File: config.mk
export PLATFORM = sky130hd
export DESIGN_NAME = bitcount_unit
export DESIGN_NICKNAME = d
export VERILOG_FILES = /design/src/rtl/bitcount_pkg.sv /design/src/rtl/bitcount_lzc.sv /design/src/rtl/bitcount_pop.sv /design/src/rtl/bitcount_unit.sv
export SDC_FILE = /design/constraint.sdc
export NUM_CORES = 1
export LEC_CHECK = 0
export ABC_AREA = 1
export BUFFER_PORTS_ARGS = -buffer_cell sky130_fd_sc_hd__buf_2
export CORE_ASPECT_RATIO = 0.8
export CORE_UTILIZATION = 59
export CTS_CLUSTER_SIZE = 30
export DETAILED_ROUTE_END_ITERATION = 12
export PLACE_DENSITY = 0.95
export RECOVER_POWER = 100
export SYNTH_ARGS = -nofsm -noshare
export SYNTH_HDL_FRONTEND = slang
export SYNTH_SLANG_ARGS = --single-unit
export TNS_END_PERCENT = 1
File: constraint.sdc
create_clock -name clk -period 2.5 [get_ports clk]
set_clock_uncertainty 0.2 [all_clocks]
set_input_delay 0.25 -clock clk [delete_from_list [all_inputs] [get_ports clk]]
set_output_delay 0.25 -clock clk [all_outputs]
set_load 0.02 [all_outputs]
File: src/rtl/bitcount_pkg.sv
package bitcount_pkg;
  typedef enum logic [2:0] {
    OP_LZ   = 3'd0,
    OP_TZ   = 3'd1,
    OP_POP  = 3'd2,
    OP_LZW  = 3'd3,
    OP_TZW  = 3'd4,
    OP_POPW = 3'd5
  } bc_op_e;
endpackage

File: src/rtl/bitcount_lzc.sv
module bitcount_lzc #(
  parameter int W  = 64,
  parameter int CW = $clog2(W + 1)
) (
  input  logic [W-1:0]  vec,
  output logic [CW-1:0] cnt
);
  // highest set bit wins; all-zero input yields W
  always_comb begin
    cnt = CW'(W);
    for (int i = 0; i < W; i++) begin
      if (vec[i]) cnt = CW'(W - 1 - i);
    end
  end
endmodule

File: src/rtl/bitcount_pop.sv
module bitcount_pop #(
  parameter int W  = 64,
  parameter int CW = $clog2(W + 1)
) (
  input  logic [W-1:0]  vec,
  output logic [CW-1:0] cnt
);
  always_comb begin
    cnt = '0;
    for (int i = 0; i < W; i++) begin
      cnt = cnt + CW'(vec[i]);
    end
  end
endmodule

File: src/rtl/bitcount_unit.sv
module bitcount_unit
  import bitcount_pkg::*;
#(
  parameter int XLEN = 64
) (
  input  logic            clk,
  input  logic            rst_n,
  input  logic            in_valid,
  input  logic [2:0]      op_sel,
  input  logic [XLEN-1:0] operand,
  input  logic            feat_en,
  input  logic            mode64,
  output logic            out_valid,
  output logic [XLEN-1:0] result,
  output logic            illegal
);
  localparam int HW  = XLEN / 2;
  localparam int CW  = $clog2(XLEN + 1);
  localparam int HCW = $clog2(HW + 1);

  logic [XLEN-1:0] rev_full;
  logic [HW-1:0]   low_half, rev_half;
  logic [CW-1:0]   lz_full, tz_full, pop_full;
  logic [HCW-1:0]  lz_half, tz_half, pop_half;

  assign low_half = operand[HW-1:0];

  // bit reversal turns a trailing count into a leading count
  genvar g;
  generate
    for (g = 0; g < XLEN; g++) begin : g_rev_full
      assign rev_full[g] = operand[XLEN-1-g];
    end
    for (g = 0; g < HW; g++) begin : g_rev_half
      assign rev_half[g] = operand[HW-1-g];
    end
  endgenerate

  bitcount_lzc #(.W(XLEN), .CW(CW))  u_lz_full (.vec(operand),  .cnt(lz_full));
  bitcount_lzc #(.W(XLEN), .CW(CW))  u_tz_full (.vec(rev_full), .cnt(tz_full));
  bitcount_pop #(.W(XLEN), .CW(CW))  u_pop_full(.vec(operand),  .cnt(pop_full));
  bitcount_lzc #(.W(HW),   .CW(HCW)) u_lz_half (.vec(low_half), .cnt(lz_half));
  bitcount_lzc #(.W(HW),   .CW(HCW)) u_tz_half (.vec(rev_half), .cnt(tz_half));
  bitcount_pop #(.W(HW),   .CW(HCW)) u_pop_half(.vec(low_half), .cnt(pop_half));

  // operation decode and count select
  logic          op_known, op_word, legal;
  logic [CW-1:0] sel_cnt;

  always_comb begin
    op_known = 1'b1;
    op_word  = 1'b0;
    sel_cnt  = '0;
    case (op_sel)
      OP_LZ:   sel_cnt = lz_full;
      OP_TZ:   sel_cnt = tz_full;
      OP_POP:  sel_cnt = pop_full;
      OP_LZW:  begin op_word = 1'b1; sel_cnt = CW'(lz_half);  end
      OP_TZW:  begin op_word = 1'b1; sel_cnt = CW'(tz_half);  end
      OP_POPW: begin op_word = 1'b1; sel_cnt = CW'(pop_half); end
      default: op_known = 1'b0;
    endcase
    legal = feat_en && op_known && (!op_word || mode64);
  end

  // next state
  logic            valid_d, illegal_d;
  logic [XLEN-1:0] result_d;

  always_comb begin
    valid_d   = in_valid;
    result_d  = result;
    illegal_d = illegal;
    if (in_valid) begin
      result_d  = legal ? XLEN'(sel_cnt) : '0;
      illegal_d = !legal;
    end
  end

  // registers
  always_ff @(posedge clk or negedge rst_n) begin
    if (!rst_n) begin
      out_valid <= 1'b0;
      result    <= '0;
      illegal   <= 1'b0;
    end else begin
      out_valid <= valid_d;
      result    <= result_d;
      illegal   <= illegal_d;
    end
  end

  AST_VALID_FOLLOWS: assert property (@(posedge clk) disable iff (!rst_n)
    in_valid |=> out_valid);
  AST_VALID_IDLE: assert property (@(posedge clk) disable iff (!rst_n)
    !in_valid |=> !out_valid);
  AST_ILLEGAL_ZERO: assert property (@(posedge clk) disable iff (!rst_n)
    (out_valid && illegal) |-> (result == '0));
  AST_COUNT_BOUND: assert property (@(posedge clk) disable iff (!rst_n)
    (out_valid && !illegal) |-> (result <= XLEN'(XLEN)));
  AST_FEAT_OFF: assert property (@(posedge clk) disable iff (!rst_n)
    (in_valid && !feat_en) |=> illegal);
  AST_WORD_MODE: assert property (@(posedge clk) disable iff (!rst_n)
    (in_valid && !mode64 && (op_sel inside {3'd3, 3'd4, 3'd5})) |=> illegal);
  AST_WORD_CEIL: assert property (@(posedge clk) disable iff (!rst_n)
    (in_valid && feat_en && mode64 && (op_sel inside {3'd3, 3'd4, 3'd5}))
      |=> (!illegal && result <= XLEN'(HW)));
endmodule

# Word level (Yosys, flattened, before mapping)
# Index checks and enable logic that the tools add are counted.
# op_classes
n_reduce_logical,8
muxes,196
add_sub_neg,94
eq_ne,5
# op_table
cell,count
7-bit two-way mux,129
7-bit by 1-bit adder with 7-bit output,62
6-bit two-way mux,64
6-bit by 1-bit adder with 6-bit output,30
7-bit case mux with 6 select lines,1
"3-bit by 2-bit == test with 1-bit output, second input constant",2
"3-bit == test, second input constant",2
6-bit OR reduction,1
1-bit by 1-bit adder with 2-bit output,2
"3-bit by 1-bit == test with 1-bit output, second input constant",1
3-bit logical NOT,1
3-bit OR reduction,1
1-bit logical AND,2
1-bit logical NOT,2
1-bit two-way mux,2
1-bit logical OR,1
# word_totals
reg_bits,66
word_cells,306
output_inout_bits,66
in_bits,72

# Logic depth before layout (Yosys ltp)
# Gate-level depths: netlist (run 1).
# depth
ltp_word,66
ltp_mapped,54
mapped_depth_nobuf,54

# Cells and area by module
# From an unflattened synthesis (run 1), not the netlist that was laid out.
# hier_totals
cells_unflattened,1157
hier_area_um2,6822.8
# modules_own_cells
mod,cells_per_inst,area_per_inst_um2,instances
bitcount_lzc at u_lz_full ...,226,1029.7,2
bitcount_pop at u_pop_full,187,1752.9,1
bitcount_unit,186,1214.9,1
bitcount_lzc at u_lz_half ...,110,449.2,2
bitcount_pop at u_pop_half,112,897.1,1

# Worst setup path before layout (run 1)
# Ideal clock, no wire load.
# synth_path
kind,input -> register
from,in operand[1]
to,reg result[6]
slack_ns,-3.691
arrival_ns,5.926
setup_time_ns,0.065
path_buffers,0
required_time_ns,2.235
cell_stages,22
cell_sequence,inv_1 ha_1 inv_1 fa_1 fa_1 fa_1 fa_1 fa_1 fa_1 fa_1 fa_1 fa_1 fa_1 inv_1 a21oi_1 nor2_1 o21ai_0 a21boi_0 o21ai_0 o311ai_0 nand2_1 nand2_1
# synth_between
elab_chain_cells,65
# synth_rtl
element,line,source
"start, declared",bitcount_unit.sv:10,"input logic [XLEN-1:0] operand,"
1-bit by 1-bit adder with 2-bit output / 7-bit two-way mux (equally long branches),"bitcount_pop.sv:11, bitcount_lzc.sv:12",
7-bit by 1-bit adder with 7-bit output / 7-bit two-way mux (equally long branches) (62 in series),"bitcount_pop.sv:11, bitcount_lzc.sv:12",
7-bit case mux with 6 select lines (*),bitcount_unit.sv:54,case (op_sel)
7-bit two-way mux (*),bitcount_unit.sv:75,result_d = legal ? XLEN'(sel_cnt) : '0;
"end signal, assigned",bitcount_unit.sv:88,result <= result_d;
"end, declared",bitcount_unit.sv:14,"output logic [XLEN-1:0] result,"
# Mark *: on every way between the ends. The rest lies on a longest branch, timed or not.
# A chain may end at the register's enable or synchronous reset.

# Worst setup path after layout (run 1)
# layout_path
from,in operand[0]
to,reg result[5]
# layout_between
elab_chain_cells,66
# layout_rtl
element,line
"parallel branches: the longest is 64 deep, another holds 7-bit by 1-bit adder with 7-bit output",-
7-bit case mux with 6 select lines (*),bitcount_unit.sv:54
7-bit two-way mux (*),bitcount_unit.sv:75
# Every way passes the cells marked *.

==> results.json, run 1 <==
{
  "grt_pass1_wl_um": 25230,
  "start_kind": "input pin",
  "cts_buffer_depth": 2,
  "gp_congestion": 1.130,
  "finalSetupViolCount": 7,
  "post-place-ws_ps": -4162,
  "vias": 5268,
  "status": "complete, but fails checks",
  "synth_ff_type": "dfrtp_1",
  "die_y_um": 81.63,
  "grt_pass1_vias": 5519,
  "portBuffers": 80,
  "clkLatencyLatePin_ps": 230,
  "period_needed_ps": 6469,
  "finalCritPeriodShare_pct": 258.7,
  "antennaDiodeCount": 0,
  "h-tree-depth": 1,
  "viasPerCell": 5.448,
  "grt_max_degree": 10,
  "final_nets": 1031,
  "wl_um": 15920,
  "drive_gt1_share_pct": 26.57,
  "clk_pin_slew_ps": 50,
  "avgRoutedWirePerCell_um": 16.46,
  "max_clock_freq_mhz": 154.6,
  "hold_class": "input pin to flop",
  "synth.avg_cell_area_sq_um": 7.139,
  "seq_area_frac_synth_pct": 4.817,
  "tightest_slew_ps": 596.4,
  "hold_viol_final": 0,
  "critPathRequiredTime_ps": 2430,
  "violations": "negative setup slack",
  "synth_top_cell_by_area": "fa_1",
  "final_util_pct": 79.42,
  "syn_to_final_growth_pct": 27.94,
  "relSlewSlack_pct": 59.21,
  "numCtsBuffers": 3,
  "fp.coreArea_sq_mm": 0.007532,
  "dp_hpwl_um": 14120,
  "synth.area.top_cells": "fa_1 31%, inv_1 12%, nand2_1 10%, buf_4 9.2%, ha_1 6.2%",
  "overflow": 0,
  "ys_seq_elements": 9,
  "dr.first_iter.drc_count": 426,
  "yosys_warnings": 0,
  "root_buffer": "clkbuf_8",
  "syn_area_sq_mm": 0.004676,
  "worstPathArrival_ps": 6400,
  "rows": 28,
  "netlist_instances": 655,
  "fillers": 525,
  "drv_slew": 0,
  "die_area_sq_mm": 0.008287,
  "synth_enable_flop_cells": 0,
  "drt-pass1-iter-count": 6,
  "worstPathMaxFanout": 3,
  "synth_cell_types": 44,
  "fin_ws_ps": -3969,
  "ios": 138,
  "antenna_found_initial": 0,
  "rsz0062_at_grt": "true",
  "cts_sinks": 9,
  "cp-end-kind": "flop",
  "drc": 0,
  "worstSetupPathType": "input pin to flop",
  "start_util_pct": 62.08,
  "drtAntennaViolNets": 0,
  "layout_commonest_cell": "inv_1",
  "async_reset_ff_share_pct": 100.0,
  "die_w_um": 101.5,
  "cts_tree": "built",
  "mostFrequentLayoutCells": "147 x inv_1, 129 x nand2_1, 122 x buf_4",
  "cap_violations": 0,
  "yosysTopAreaCellShare_pct": 31.26,
  "grt.total_usage_pct": 40.68
}
[cells by family after synthesis]
group | share of synthesized area [%]
XOR/XNOR | 0.1874
flip-flops | 4.817
AND/OR/NAND/NOR | 19.86
adder cells (fa/ha/maj) | 37.41
buffers and inverters | 24.46
other | 0.08020
AO/OA/AOI/OAI | 13.19
[Yosys cell counts, types with 2 or more instances]
cell type / number
o31ai_1: 4
a21oi_1: 25
nor3_1: 10
or2_2: 4
inv_1: 149
a21boi_0: 2
a211oi_1: 2
nor2_1: 68
a31oi_1: 6
inv_2: 9
ha_1: 23
bufinv_8: 7
o21ai_1: 12
nor4_1: 2
buf_4: 57
o211a_1: 2
nand2_1: 129
dfrtp_1: 9
o22ai_1: 4
o21ai_0: 15
nand4_1: 2
o21bai_1: 2
o2111ai_1: 3
nand3_1: 13
o211ai_1: 3
fa_1: 73
a22o_1: 3
[timing repair]
item	in CTS	in global routing
endpoints found under the setup margin	7	7
hold endpoints to repair	10	0
hold buffers	2	0
gates resized for setup	11	1
pin swaps	3	1
setup buffers	0	0
[worst max-delay path: stages]
cell and delay [ps]:
buf_2 90, inv_1 40, ha_1 270, inv_1 70, fa_2 480, fa_1 450
fa_2 610, fa_1 450, fa_1 410, fa_1 520, inv_1 60, fa_1 490
fa_1 450, ha_1 360, nand2_1 100, nor2_1 60, a211oi_2 330, nor2_1 110
o21ai_1 130, nand2_1 80, or2_2 290, nand3_1 80, o2111ai_1 100, nand2_1 80
nand2_1 50
[state kept, by name (all words and copies together), names as in the netlist]
| register | cells |
|---|---|
| illegal | 1 |
| out_valid | 1 |
| result | 7 |
[metrics by stage]
stage	instances	area [sq um]	TNS [ps]	hold slack [ps]
2_1_floorplan	711	4891	-24160	-245.6
3_3_place_gp	961	5911	-26660	-98.01
3_5_place_dp	961	5911	-28030	-90.31
4_1_cts	967	5997	-25710	201.2
5_1_grt	967	5982	-27320	322.0
6_report	967	5982	-26540	273.8
[path summary, 6_finish.rpt]
check	from	endpoint	slack [ps]	cells past startpoint
worst min register to register	result[3]$_DFFE_PN0P_	result[3]$_DFFE_PN0P_	300	1
max in group asynchronous	rst_n	result[3]$_DFFE_PN0P_	1500	2
min in group asynchronous	rst_n	result[4]$_DFFE_PN0P_	280	2
worst min-delay path	operand[63]	result[0]$_DFFE_PN0P_	270	7
worst max register to register	result[4]$_DFFE_PN0P_	result[4]$_DFFE_PN0P_	1560	1
worst max-delay path	operand[0]	result[5]$_DFFE_PN0P_	-3970	25
[area by class of cell]
cell class	instances	area, sq um	share of cell area [%]
clock inverters	1	5.005	0.08366
clock buffers	3	41.29	0.6902
flip-flops and latches	9	225.2	3.765
multi-input cells	480	3542	59.21
repair buffers	204	1321	22.09
inverters	165	715.7	11.96
well taps	105	131.4	2.196
[metal layers]
| metal | global-route usage, % | share of wire, % | vias up |
|---|---|---|---|
| met2 | 69.66 | 47 | 470 |
| li1 | - | - | 2305 |
| met1 | 43.96 | 34 | 2345 |
| met4 | 31.16 | 7.9 | 0 |
| met3 | 10.04 | 11 | 148 |
| met5 | 0 | 0 | - |
Power of run 1 is not shown: default switching activity piles up to over one toggle a cycle in this logic, so the estimate is an artifact.
==> run 2, diff against run 1 <==
CORE_UTILIZATION = 55   (was 59)
PLACE_DENSITY = 0.94   (was 0.95)
clock period = 7 ns   (was 2.5 ns; I/O delays follow)
==> run 2 against run 1 <==
  * The run now ends clean
  * Critical path type unchanged
  * Die area up 7.1%
  * Sequential share of layout area increased by 0.66 points
  * Critical endpoint is now result[1]$_DFFE_PN0P_
  * Final cell count decreased by 12%
==> results.json, run 2 (synthesis gave the netlist of run 1 again) <==
{
  "mostFrequentLayoutCells": "149 x inv_1, 129 x nand2_1, 72 x fa_1",
  "die_w_um": 105.1,
  "rsz0062_at_grt": "true",
  "crit_top_cell": "fa_1",
  "syn_to_final_growth_pct": 8.857,
  "max_clock_freq_mhz": 144.4,
  "worstPathMaxFanout": 2,
  "grt_max_degree": 10,
  "period_needed_ps": 6924,
  "h-tree-depth": 1,
  "hold_viol_final": 0,
  "seq_area_sq_um": 225.2,
  "post_cts.repair.setup_buffers": 0,
  "holdBufCountCts": 0,
  "clk_pin_slew_ps": 40,
  "placedCellCount": 850,
  "max_stage_delay_ps": 550,
  "finalCritPeriodShare_pct": 98.92,
  "drive_gt1_share_pct": 14.21,
  "avgRoutedWirePerCell_um": 13.56,
  "largest_reg_flops": 7,
  "grt.total_usage_pct": 27.60,
  "leakage_nw": 2.822,
  "rows": 29,
  "die_y_um": 84.47,
  "status": "complete, no violations",
  "finalSetupViolCount": 0,
  "finalNonFillerCells": 854,
  "critical_path.slowest_cell": "fa_1",
  "drt-pass1-iter-count": 5,
  "p_per_area_mw_per_mm2": 603.3,
  "start_util_pct": 57.79,
  "critPathRequiredTime_ps": 6910,
  "viasPerCell": 4.966,
  "worstSetupPathType": "input pin to flop",
  "layout_commonest_cell": "inv_1",
  "path_cells": "buf_2 > fa_1 > inv_1 > fa_1 > inv_1 > fa_1 > inv_1 > fa_1 > inv_1 > fa_1 > inv_1 > fa_1 > fa_1 > fa_1 > fa_2 > fa_1 > o22ai_1 > nor4_2 > o31ai_1 > a22o_1",
  "overflow": 0,
  "portBuffers": 80,
  "numCtsBuffers": 3,
  "root_buffer": "clkbuf_8",
  "dr.first_iter.drc_count": 350,
  "drtAntennaViolNets": 0,
  "worstPathArrival_ps": 6840,
  "dp_hpwl_um": 10670,
  "cts_buffer_depth": 2,
  "grt_pass1_vias": 4120,
  "hold_class": "input pin to asynchronous set/reset pin",
  "tightest_slew_ps": 699.8,
  "top_register": "result",
  "cp-end-kind": "flop",
  "fillers": 770,
  "relSlewSlack_pct": 52.14,
  "cts_tree": "built",
  "fp.coreArea_sq_mm": 0.008092,
  "multiInputGateArea_sq_mm": 0.003522,
  "clkLatencyLatePin_ps": 230,
  "hold_ws_ps": 203.2,
  "gp_congestion": 0.9964,
  "reg.largest.list": "result: 7 flops, illegal: 1 flops, out_valid: 1 flops",
  "antennaDiodeCount": 0,
  "postLayoutCellArea_sq_mm": 0.005090,
  "vias": 4241,
  "drv_slew": 0,
  "placed_area_sq_mm": 0.005054,
  "final_nets": 915,
  "antenna_found_initial": 0,
  "cap_violations": 0,
  "cts_sinks": 9,
  "final_util_pct": 62.90,
  "drc": 0,
  "wl_um": 11580,
  "ir_drop_mv": 0.7820,
  "grt_pass1_wl_um": 19430,
  "start_kind": "input pin",
  "ios": 138,
  "die_area_sq_mm": 0.008877
}
-- run 2: path summary, 6_finish.rpt --
check | end | from | cells after the start | slack [ps]
worst max-delay path | result[1]$_DFFE_PN0P_ | operand[54] | 20 | 80
worst min-delay path | result[5]$_DFFE_PN0P_ | rst_n | 1 | 200
worst max register to register | result[4]$_DFFE_PN0P_ | result[4]$_DFFE_PN0P_ | 1 | 6070
worst min register to register | result[0]$_DFFE_PN0P_ | result[0]$_DFFE_PN0P_ | 2 | 280
max in group asynchronous | result[0]$_DFFE_PN0P_ | rst_n | 1 | 6070
min in group clk | result[0]$_DFFE_PN0P_ | result[0]$_DFFE_PN0P_ | 2 | 280
-- run 2: final cells by class --
cell class	count	area share, %
clock buffers	4	0.8850
multi-input cells	480	69.20
flip-flops and latches	9	4.425
repair buffers	88	8.776
inverters	165	14.06
well taps	108	2.655
-- run 2: power breakdown --
group          internal, mW  switching, mW  leakage [nW]
Combinational          1.29           1.65          2.68
Clock                0.0395         0.0185        0.0228
Sequential           0.0636        0.00638         0.119
-- run 2: critical path: cells and delay by family --
| family | cells | cell delay [ps] |
|---|---|---|
| adder cells (fa/ha/maj) | 10 | 4880 |
| AND/OR/NAND/NOR | 1 | 420 |
| AO/OA/AOI/OAI | 3 | 430 |
| buffers and inverters | 6 | 400 |
-- run 2: what timing repair did --
action,in CTS,in global routing
gates resized for setup,1,2
pin swaps,0,1
setup endpoints to repair,1,4
gates cloned,0,0
-- run 2: layer usage --
| layer | part of all wire, % | track usage, % |
|---|---|---|
| met3 | 10 | 3.649 |
| met1 | 45 | 40.47 |
| met5 | 0 | 0 |
| met4 | 1.4 | 4.866 |
| met2 | 44 | 44.31 |
-- run 2: per-stage QoR --
step	TNS, ps	setup WS (ps)	power, mW
3_3_place_gp	-37.66	-37.66	2.858
6_report	0	75.50	3.071
3_5_place_dp	-333.3	-242.2	2.947
5_1_grt	-338.9	-134.1	3.554
2_1_floorplan	0	359.5	2.385
4_1_cts	0	105.3	3.044
No activity file was read; power rests on OpenSTA's default activity.
==> run 3, diff against run 2 <==
CTS_BUF_LIST = sky130_fd_sc_hd__clkbuf_16   (was not set)
==> run 3 against run 2 <==
  * Sequential power hardly changed
  * Wire length increased by 0.55%
  * Sequential share of layout area barely moved
  * Largest cell class unchanged
  * Total power grew 1.6%
  * Final cell count is the same
  * Non-clock buffer count is the same
==> results.json, run 3 (synthesis gave the netlist of run 1 again) <==
{
  "power.share.switching_pct": 53.90,
  "cp-end-kind": "flop",
  "path_buf_inv": 6,
  "p_int_mw": 1.438,
  "drtAntennaViolNets": 0,
  "drt-pass1-iter-count": 5,
  "p_clk_share_pct": 3.1,
  "viasPerCell": 5.022,
  "path_cells": "buf_2 > fa_1 > inv_1 > fa_1 > inv_1 > fa_1 > inv_1 > fa_1 > inv_1 > fa_1 > inv_1 > fa_1 > fa_1 > fa_1 > fa_2 > fa_2 > o22ai_1 > nor4_2 > o31ai_1 > a22o_1",
  "ctsResizeCount": 0,
  "status": "complete, no violations",
  "die_w_um": 105.1,
  "hold_viol_final": 0,
  "critical_path.top_delay_family": "adder cells",
  "period_needed_ps": 6949,
  "reg.largest.list": "result: 7 flops, illegal: 1 flops, out_valid: 1 flops",
  "grt_pass1_wl_um": 19420,
  "gp_congestion": 0.9964,
  "worstPathMaxFanout": 2,
  "worstSetupPathType": "input pin to flop",
  "relSlewSlack_pct": 51.97,
  "h-tree-depth": 1,
  "start_util_pct": 57.79,
  "top_register": "result",
  "r2r_cells": 1,
  "grt_pass1_vias": 4130,
  "start_kind": "input pin",
  "layout_commonest_cell": "inv_1",
  "max_clock_freq_mhz": 143.9,
  "tightest_slew_ps": 702.3,
  "max_stage_delay_ps": 580,
  "syn_to_final_growth_pct": 9.607,
  "wl_um": 11650,
  "grt.total_usage_pct": 27.55,
  "vias": 4289,
  "r2r-end": "result[4]$_DFFE_PN0P_",
  "cts_buffer_depth": 2,
  "die_y_um": 84.47,
  "rows": 29,
  "drv_slew": 0,
  "cap_violations": 0,
  "ir_drop_mv": 0.7761,
  "drive_gt1_share_pct": 14.21,
  "antenna_found_initial": 0,
  "post-place-ws_ps": -242.2,
  "hold_class": "input pin to asynchronous set/reset pin",
  "antennaDiodeCount": 0,
  "root_buffer": "clkbuf_16",
  "crit_top_cell": "fa_1",
  "finalSetupViolCount": 0,
  "ios": 138,
  "largest_reg_flops": 7,
  "cts_sinks": 9,
  "avgRoutedWirePerCell_um": 13.64,
  "power_switching_mw": 1.681,
  "grt_max_degree": 10,
  "overflow": 0,
  "hold_ws_ps": 200.8,
  "rrSetupSlack_ps": 6070,
  "worstPathArrival_ps": 6870,
  "portBuffers": 80,
  "fp.coreArea_sq_mm": 0.008092,
  "drc": 0,
  "finalCritPeriodShare_pct": 99.27,
  "post_cts.repair.setup_buffers": 0,
  "critPathRequiredTime_ps": 6920,
  "mostFrequentLayoutCells": "150 x inv_1, 129 x nand2_1, 71 x fa_1",
  "clkLatencyLatePin_ps": 230,
  "leakage_nw": 2.838,
  "p_per_area_mw_per_mm2": 608.6,
  "comb_power_share_pct": 94.6,
  "final_nets": 915,
  "rsz0062_at_grt": "true",
  "die_area_sq_mm": 0.008877,
  "r2r-start": "result[4]$_DFFE_PN0P_",
  "fin_ws_ps": 50.92,
  "critical_path.slowest_cell": "fa_2",
  "dr.first_iter.drc_count": 322,
  "numCtsBuffers": 3,
  "holdBufCountCts": 0,
  "seqPwrFrac_pct": 2.2,
  "cts_tree": "built",
  "clk_pin_slew_ps": 40,
  "dp_hpwl_um": 10670
}
-- run 3: per-stage QoR --
step	area [sq um]	power, mW	cells	utilization [%]	setup TNS, ps
4_1_cts	5132	3.078	854	63.43	0
2_1_floorplan	4886	2.385	711	-	0
3_3_place_gp	5054	2.858	850	62.46	-37.66
5_1_grt	5125	3.609	854	63.34	-230.9
3_5_place_dp	5054	2.947	850	62.46	-333.3
6_report	5125	3.119	854	63.34	0
-- run 3: power by group through the flow --
stage	clock, mW	combinational (mW)	sequential [mW]
after floorplan	0	2.30	0.0831
after global placement	0	2.79	0.0699
after detailed placement	0	2.88	0.0702
after CTS	0.0985	2.91	0.0700
after global routing	0.101	3.44	0.0715
final	0.0979	2.95	0.0700
-- run 3: final cells by class --
type,count,area [sq um]
inverter,165,715.7
clock inverter,1,3.754
timing repair buffer,88,445.4
tap,108,135.1
fill,762,2967
multi-input combinational,480,3525
clock buffer,3,75.07
sequential,9,225.2
-- run 3: worst max-delay path by stage --
stage	startpoint	end	slack, ps	depth (start not counted)
final	operand[54]	result[1]$_DFFE_PN0P_	50	20
after global routing	operand[54]	result[1]$_DFFE_PN0P_	-130	20
after CTS	operand[1]	result[1]$_DFFE_PN0P_	40	18
after detailed placement	operand[1]	result[1]$_DFFE_PN0P_	-240	18
after global placement	operand[1]	result[1]$_DFFE_PN0P_	-40	18
after floorplan	operand[1]	result[6]$_DFFE_PN0P_	360	22
-- run 3: routing by layer --
layer	track usage, %	up-vias	part of all wire [%]
met2	43.89	254	44
li1	-	2073	-
met1	40.57	1944	44
met5	0	-	0
met3	3.649	18	10
met4	5.122	0	1.6
